## src/rtl/mdu_pkg.sv

```systemverilog
package mdu_pkg;
    typedef enum logic [1:0] {
        OP_NONE = 2'b00,
        OP_MUL  = 2'b01,
        OP_DIV  = 2'b10,
        OP_RSV  = 2'b11
    } op_e;

    localparam logic [1:0] A_X    = 2'd0;
    localparam logic [1:0] A_Y    = 2'd1;
    localparam logic [1:0] A_Z    = 2'd2;
    localparam logic [1:0] A_CTRL = 2'd3;

    localparam int CB_CLR_Z = 2;
    localparam int CB_CLR_Y = 3;
    localparam int CB_SLOW  = 7;
endpackage

```

## src/rtl/mdu_pulse_gen.sv

```systemverilog
module mdu_pulse_gen #(
    parameter int SLOW_DIV = 4
) (
    input  logic clk,
    input  logic rst_n,
    input  logic run,
    input  logic slow,
    output logic pulse
);
    localparam int PW = (SLOW_DIV > 2) ? $clog2(SLOW_DIV) : 1;
    localparam logic [PW-1:0] PRE_LAST = PW'(SLOW_DIV - 1);

    logic [PW-1:0] pre_d, pre_q;

    always_comb begin
        pre_d = pre_q;
        pulse = 1'b0;
        if (!run) begin
            pre_d = '0;
        end else if (slow) begin
            pulse = (pre_q == PRE_LAST);
            pre_d = pulse ? '0 : pre_q + 1'b1;
        end else begin
            pulse = 1'b1;
            pre_d = '0;
        end
    end

    always_ff @(posedge clk or negedge rst_n) begin
        if (!rst_n) pre_q <= '0;
        else        pre_q <= pre_d;
    end
endmodule

```

## src/rtl/mdu_step.sv

```systemverilog
module mdu_step #(
    parameter int W = 16
) (
    input  logic         is_div,
    input  logic [W-1:0] x,
    input  logic [W-1:0] y,
    input  logic [W-1:0] z,
    output logic [W-1:0] y_n,
    output logic [W-1:0] z_n
);
    logic [W:0] sum;
    logic [W:0] part;

    always_comb begin
        sum  = '0;
        part = '0;
        if (is_div) begin
            // shift left one place, then trial subtract
            part = {y, z[W-1]};
            if (part >= {1'b0, x}) begin
                sum = part - {1'b0, x};
                z_n = {z[W-2:0], 1'b1};
            end else begin
                sum = part;
                z_n = {z[W-2:0], 1'b0};
            end
            y_n = sum[W-1:0];
        end else begin
            // conditional add, then shift right across Y:Z
            sum = z[0] ? ({1'b0, y} + {1'b0, x}) : {1'b0, y};
            y_n = sum[W:1];
            z_n = {sum[0], z[W-1:1]};
        end
    end
endmodule

```

## src/rtl/mdu_engine.sv

```systemverilog
module mdu_engine
    import mdu_pkg::*;
#(
    parameter int SLICES   = 2,
    parameter int SLOW_DIV = 4
) (
    input  logic                  clk,
    input  logic                  rst_n,
    input  logic                  wr_en,
    input  logic                  rd_en,
    input  logic [1:0]            addr,
    input  logic [8*SLICES-1:0]   wdata,
    output logic [8*SLICES-1:0]   rdata,
    output logic                  rd_valid,
    output logic                  busy,
    output logic                  done,
    output logic                  ovf_n
);
    localparam int W  = 8 * SLICES;
    localparam int CW = $clog2(W);
    localparam logic [CW-1:0] STEP_LAST = CW'(W - 1);

    typedef struct packed {
        logic [W-1:0]  x;
        logic [W-1:0]  y;
        logic [W-1:0]  z;
        logic [7:0]    ctrl;
        op_e           op;
        logic          busy;
        logic          done;
        logic          ovf_n;
        logic [CW-1:0] cnt;
        logic [W-1:0]  rdata;
        logic          rd_valid;
    } state_t;

    state_t s_d, s_q;

    logic         pulse;
    logic [W-1:0] step_y, step_z;
    logic [W-1:0] y_start, z_start;
    logic [W-1:0] x_cur;

    mdu_pulse_gen #(.SLOW_DIV(SLOW_DIV)) u_pulse (
        .clk   (clk),
        .rst_n (rst_n),
        .run   (s_q.busy),
        .slow  (s_q.ctrl[CB_SLOW]),
        .pulse (pulse)
    );

    mdu_step #(.W(W)) u_step (
        .is_div (s_q.op == OP_DIV),
        .x      (s_q.x),
        .y      (s_q.y),
        .z      (s_q.z),
        .y_n    (step_y),
        .z_n    (step_z)
    );

    always_comb begin
        s_d          = s_q;
        s_d.done     = 1'b0;
        s_d.rd_valid = 1'b0;
        y_start      = wdata[CB_CLR_Y] ? '0 : s_q.y;
        z_start      = wdata[CB_CLR_Z] ? '0 : s_q.z;

        if (!s_q.busy) begin
            if (rd_en) begin
                s_d.rd_valid = 1'b1;
                case (addr)
                    A_X:     s_d.rdata = s_q.x;
                    A_Y:     s_d.rdata = s_q.y;
                    A_Z:     s_d.rdata = s_q.z;
                    default: s_d.rdata = {{(W-8){1'b0}}, s_q.ctrl};
                endcase
            end
            if (wr_en) begin
                case (addr)
                    A_X: s_d.x = wdata;
                    A_Y: s_d.y = wdata;
                    A_Z: s_d.z = wdata;
                    default: begin
                        s_d.ctrl  = wdata[7:0];
                        s_d.op    = op_e'(wdata[1:0]);
                        s_d.y     = y_start;
                        s_d.z     = z_start;
                        s_d.ovf_n = !(y_start >= s_q.x);
                        s_d.cnt   = '0;
                        case (op_e'(wdata[1:0]))
                            OP_MUL: s_d.busy = 1'b1;
                            OP_DIV: begin
                                if (y_start >= s_q.x) s_d.done = 1'b1;
                                else                  s_d.busy = 1'b1;
                            end
                            default: ;
                        endcase
                    end
                endcase
            end
        end else if (pulse) begin
            s_d.y   = step_y;
            s_d.z   = step_z;
            s_d.cnt = s_q.cnt + 1'b1;
            if (s_q.cnt == STEP_LAST) begin
                s_d.busy = 1'b0;
                s_d.done = 1'b1;
                s_d.cnt  = '0;
            end
        end
    end

    always_ff @(posedge clk or negedge rst_n) begin
        if (!rst_n) begin
            s_q       <= '0;
            s_q.ovf_n <= 1'b1;
        end else begin
            s_q <= s_d;
        end
    end

    assign rdata    = s_q.rdata;
    assign rd_valid = s_q.rd_valid;
    assign busy     = s_q.busy;
    assign done     = s_q.done;
    assign ovf_n    = s_q.ovf_n;
    assign x_cur    = s_q.x;
endmodule

```

## config.mk

```make
export PLATFORM = sky130hd
export DESIGN_NAME = mdu_engine
export DESIGN_NICKNAME = d
export VERILOG_FILES = /design/src/rtl/mdu_pkg.sv /design/src/rtl/mdu_pulse_gen.sv /design/src/rtl/mdu_step.sv /design/src/rtl/mdu_engine.sv
export SDC_FILE = /design/constraint.sdc
export NUM_CORES = 1
export LEC_CHECK = 0
export BUFFER_PORTS_ARGS = -buffer_cell sky130_fd_sc_hd__buf_4
export CORE_ASPECT_RATIO = 0.6
export CORE_UTILIZATION = 45
export CTS_CLUSTER_SIZE = 20
export DETAILED_ROUTE_END_ITERATION = 6
export PLACE_DENSITY = 0.68
export RECOVER_POWER = 25
export SKIP_CTS_REPAIR_TIMING = 1
export SLEW_MARGIN = 20
export SYNTH_ARGS = -nofsm -noshare
export SYNTH_HDL_FRONTEND = slang
export SYNTH_SLANG_ARGS = --single-unit
```

## constraint.sdc

```tcl
create_clock -name clk -period 3.8 [get_ports clk]
set_input_delay 0.38 -clock clk [delete_from_list [all_inputs] [get_ports clk]]
set_output_delay 0.38 -clock clk [all_outputs]
set_load 0.005 [all_outputs]
```

# Word-level counts from Yosys, hierarchy flattened
# Index checks and enable logic that the tools add are counted.
# classes
n_addsub,4
n_lt_le_gt_ge,2
eq_ne,11
mux,31
bitwise,2
n_reduce_logical,13
# ops
cell,count
two-way mux 16 bit,5
two-way mux 32 bit,2
case mux 16 bit (2 select lines),2
two-way mux 49 bit,1
case mux 16 bit (3 select lines),1
two-way mux 17 bit,2
adder 16 x 16 -> 17 bit,1
>= comparator 17 x 16 -> 1 bit,1
>= comparator 16 bit,1
subtractor 16 bit,1
two-way mux 2 bit,6
two-way mux 4 bit,3
AND reduction 3 bit,4
"equality test 2 bit, second input constant",4
two-way mux 1 bit,8
"!= test 2 x 1 -> 1 bit, second input constant",4
"adder 4 x 1 -> 4 bit, second input constant",1
"equality test 2 x 1 -> 1 bit, second input constant",2
"equality test 4 bit, second input constant",1
AND reduction 4 bit,1
OR reduction 2 bit,2
nonzero test 3 bit,1
OR reduction 3 bit,1
"adder 2 x 1 -> 2 bit, second input constant",1
other kinds (6),7
# totals
reg_bits,84
wordCells,75

# Depth between registers and ports, before layout
# depth
depth_word,7
mapped_depth,13
mapped_depth_nobuf,11

# Hierarchy
# Synthesis repeated with hierarchy kept, for this count alone.
# unflattened
cells_unflattened,819
area_unflattened_um2,7021.7
# by_module_without_submodules
mod,instances,cells_each,area_per_inst_um2,seq_area_each_um2
mdu_engine,1,481,4598.2,2003.2
mdu_step,1,330,2329.7,0.0
mdu_pulse_gen,1,8,93.8,50.0

# Worst setup path after synthesis
# No wires, ideal clock.
# synth_timing
path_type,register to register
start,register s_q[49] (netlist name)
end,register s_q[64] (netlist name)
t_arrival_ns,2.588
required_time_ns,3.673
setup_slack_ns,1.085
path_stages_with_launch,12
path_buffers,0
period_less_slack_ns,2.715
cell_sequence,dfrtp_1 inv_1 ha_1 fa_1 nor2b_4 o31a_1 o21a_1 a221o_1 and4b_1 or4_1 a21oi_1 o21ai_1
# synth_via
elab_chain_cells,5
word_cells_on_any_way,6
# synth_rtl
element,line_no,source
"start, declared",mdu_engine.sv:37,"state_t s_d, s_q;"
subtractor 16 bit / >= comparator 17 x 16 -> 1 bit (equally long branches),"mdu_step.sv:21, mdu_step.sv:20",
two-way mux 16 bit (*),mdu_step.sv:20,"if (part >= {1'b0, x}) begin"
two-way mux 16 bit (*),mdu_step.sv:17,if (is_div) begin
two-way mux 32 bit (*),mdu_engine.sv:101,end else if (pulse) begin
two-way mux 32 bit (*),mdu_engine.sv:68,if (!s_q.busy) begin
# Mark *: on every way between the ends. The rest lies on a longest branch, timed or not. The select of a mux whose other input is x is not followed.
# A chain may end at the register's enable or synchronous reset.

# Worst setup path after layout
# layout_timing
start,register s_q (netlist bit x_cur[3])
end,register s_q[61] (netlist name)
# layout_via
elab_chain_cells,5
word_cells_on_any_way,8
# layout_rtl
element,line_no,source
adder 16 x 16 -> 17 bit (tied with other cells),mdu_step.sv:30,"sum = z[0] ? ({1'b0, y} + {1'b0, x}) : {1'b0, y};"
two-way mux 17 bit / two-way mux 16 bit (equally long branches),"mdu_step.sv:30, mdu_step.sv:20",
two-way mux 16 bit (*),mdu_step.sv:17,
two-way mux 32 bit (*),mdu_engine.sv:101,
two-way mux 32 bit (*),mdu_engine.sv:68,
# Marks and branches as above.

==> results_dict.tcl <==
set metrics [dict create \
    drt-wirelength-per-cell_um 20.61 \
    clkTransAtPathRegs_ns 0.07 \
    reg2regPathDepth 11 \
    fin_ws_ns 0.7058 \
    die_area_mm2 0.01497 \
    cp_max_fo 24 \
    routed_wl_um 19970 \
    ys_types 62 \
    netlist.area_leader.share 0.3113 \
    cts_tree "yes" \
    endpoint "s_q[61]$_DFFE_PN0P_" \
    grt_pass1_vias 5547 \
    startpoint "x_cur[3]$_DFFE_PN0P_" \
    outcome "complete, but fails checks" \
    antenna_cells 0 \
    power_mw 7.926 \
    syn-num-nets 838 \
    finalMaxSlewViolations 68 \
    synth-edff-count 0 \
    worstSetupPathType "reg -> reg" \
    cts.path.max_buffers 2 \
    fin_skew_ns 0.007298 \
    gp_congestion 0.9420 \
    rsz0062_at_grt "no" \
    grt_pass1_wl_um 31510 \
    synth_top_area_cell "dfrtp_1" \
    die_h_um 95.18 \
    synth_seq_cells 82 \
    post-place-cells 953 \
    r2r-start "x_cur[3]$_DFFE_PN0P_" \
    clkSinkCount 82 \
    setup_viol 0 \
    utilization 0.5181 \
    area_growth_pct 10.40 \
    fin_setup_tns_ns 0 \
    cp_data_required_time_ns 4.03 \
    place_area_mm2 0.006879 \
    synth_ff_type "dfrtp_1" \
    crit_arrival_ns 3.33 \
    antenna_found_initial 0 \
    yosysMostFrequentCell "nand2_1" \
    grt.overflow.total 0 \
    crit_path_end_kind "flop" \
    drive_gt1_frac 0.1313 \
    async_flop_share 1.000 \
    slowest_delay_ns 0.46 \
    vias_per_cell 6.075 \
    tightest_slew_ns 1.782 \
    die_w_um 157.3 \
    drc_errors 0 \
    hpwl_um 14670 \
    vias 5887 \
    ant_nets 0 \
    cts_buffers 9 \
    core_mm2 0.01387 \
    root_buffer "clkbuf_16" \
    nNetsFinal 848 \
    peakVddDrop_mv 0.3538 \
    ff2ff_setup_slack_ns 0.71 \
    grt_max_degree 68 \
    htree_levels 3 \
    violations "max-capacitance violations, max-slew violations" \
    holdCritPathClass "in -> reg" \
    maxCapViolations 1 \
    io_buffers 41 \
    stdcell_area_mm2 0.007188 \
    synth.avg_cell_area_um2 8.545 \
    crit_top_cell "a211oi_2" \
    std_cell_rows 33 \
    yosysWarnings 0 \
    crit_slowest_cell "dfrtp_1" \
    post-place-ws_ns 0.7725 \
    dr.pass1.iters 7 \
    syn-instance-count 762 \
    post-route-period-util 0.8143 \
    cp_cell_sequence "inv_1 > ha_1 > a211oi_2 > o21ai_1 > a211oi_2 > o31ai_1 > a211oi_4 > buf_4 > mux2i_1 > a211oi_1 > a221o_1" \
    total_leakage_power_nw 3.302 \
    power_density_mw_per_mm2 1103 \
    ys_top_cells_by_count "nand2_1, dfrtp_1, nor2_1, o21ai_0, ha_1" \
    grt_usage 0.2804 \
    start_util 0.4693 \
    ys_seq_area_frac 0.3153 \
    holdWs_ns 0.2661 \
    final_cells 969 \
    synth_area_leaders "dfrtp_1, ha_1, nand2_1, o21ai_0, mux2i_1" \
    fin_crit_ns 3.094 \
    syn_area_mm2 0.006511 \
    slew-limit-headroom -0.1882 \
    clock_latency_ns 0.35 \
    max_freq_mhz 323.2 \
    finalHoldViolCount 0 \
    start_kind "flop" \
    hold_depth 3 \
    pin_count 42 \
    timing.rr.end "s_q[61]$_DFFE_PN0P_" \
    drtIter0Drc 548 \
]
==> cell usage in the layout, fill, tap and decap left out, drive strengths merged, types with 3 or more instances in the layout <==
cell type and count:
o21ai 63, a31oi 4, a221o 7, a211oi 14
nand4 3, nor2b 21, nand2 109, buf 54
o211ai 6, dfrtp 81, a22oi 5, o31ai 4
mux4 8, nand2b 10, a221oi 17, xor2 9
ha 52, and2 3, clkbuf 11, nor2 71
a21o 10, a21boi 6, xnor2 13, mux2i 27
and3 4, o31a 4, inv 29, nand3 7
nor3 14, a211o 3, o21bai 4, o21a 10
a21oi 48, mux2 13
==> kinds of logic (layout without fill, tap and decap cells) <==
kind of cell | count (synthesis) | count (layout) | synth area share
mux | 48 | 48 | 0.09166
buf+inv | 83 | 98 | 0.06053
xor+xnor | 22 | 22 | 0.02959
simple gates | 253 | 253 | 0.1731
flops | 82 | 82 | 0.3153
fa+ha+maj | 54 | 54 | 0.1061
compound gates | 220 | 220 | 0.2237
==> area by class of cell <==
class	instances	area (um^2)
Fill cell	1306	6685
Multi-Input combinational cell	597	4071
Sequential cell	82	2053
Timing Repair Buffer	55	410.4
Tap cell	192	240.2
Clock buffer	10	239.0
Inverter	27	101.3
Clock inverter	6	72.57
==> how the worst min path moves through the flow <==
| stage | startpoint | end |
|---|---|---|
| floorplan | rst_n | busy$_DFF_PN0_ |
| global placement | u_pulse.pre_q[0]$_DFF_PN0_ | u_pulse.pre_q[0]$_DFF_PN0_ |
| detailed placement | u_pulse.pre_q[0]$_DFF_PN0_ | u_pulse.pre_q[0]$_DFF_PN0_ |
| CTS | rst_n | x_cur[3]$_DFFE_PN0P_ |
| global route | wdata[6] | s_q[32]$_DFFE_PN0P_ |
| finish | wdata[6] | s_q[32]$_DFFE_PN0P_ |
==> layer usage <==
metal | global-route usage | wire [um]
met4 | 0.08010 | 379
met5 | 0 | 0
met1 | 0.4072 | 9426
met3 | 0.05727 | 1619
met2 | 0.4192 | 8548
==> critical path: cells and delay by family, from the launching register on <==
family          cells  cell delay (ns)
compound gates      7             1.36
buf+inv             2             0.48
flops               1             0.46
fa+ha+maj           1             0.40
mux                 1             0.28
==> report_power, final <==
group	internal (mW)	switching (mW)	total (mW)
sequential	1.30	0.531	1.83
clock	0.535	0.397	0.932
combinational	2.25	2.91	5.16
==> sequential cells by signal, summed over array words and instances (netlist names) <==
name           cells
busy               1
done               1
ovf_n              1
rd_valid           1
rdata             16
s_q               44
u_pulse.pre_q      2
x_cur             16
No activity file was read; power rests on OpenSTA's default activity.
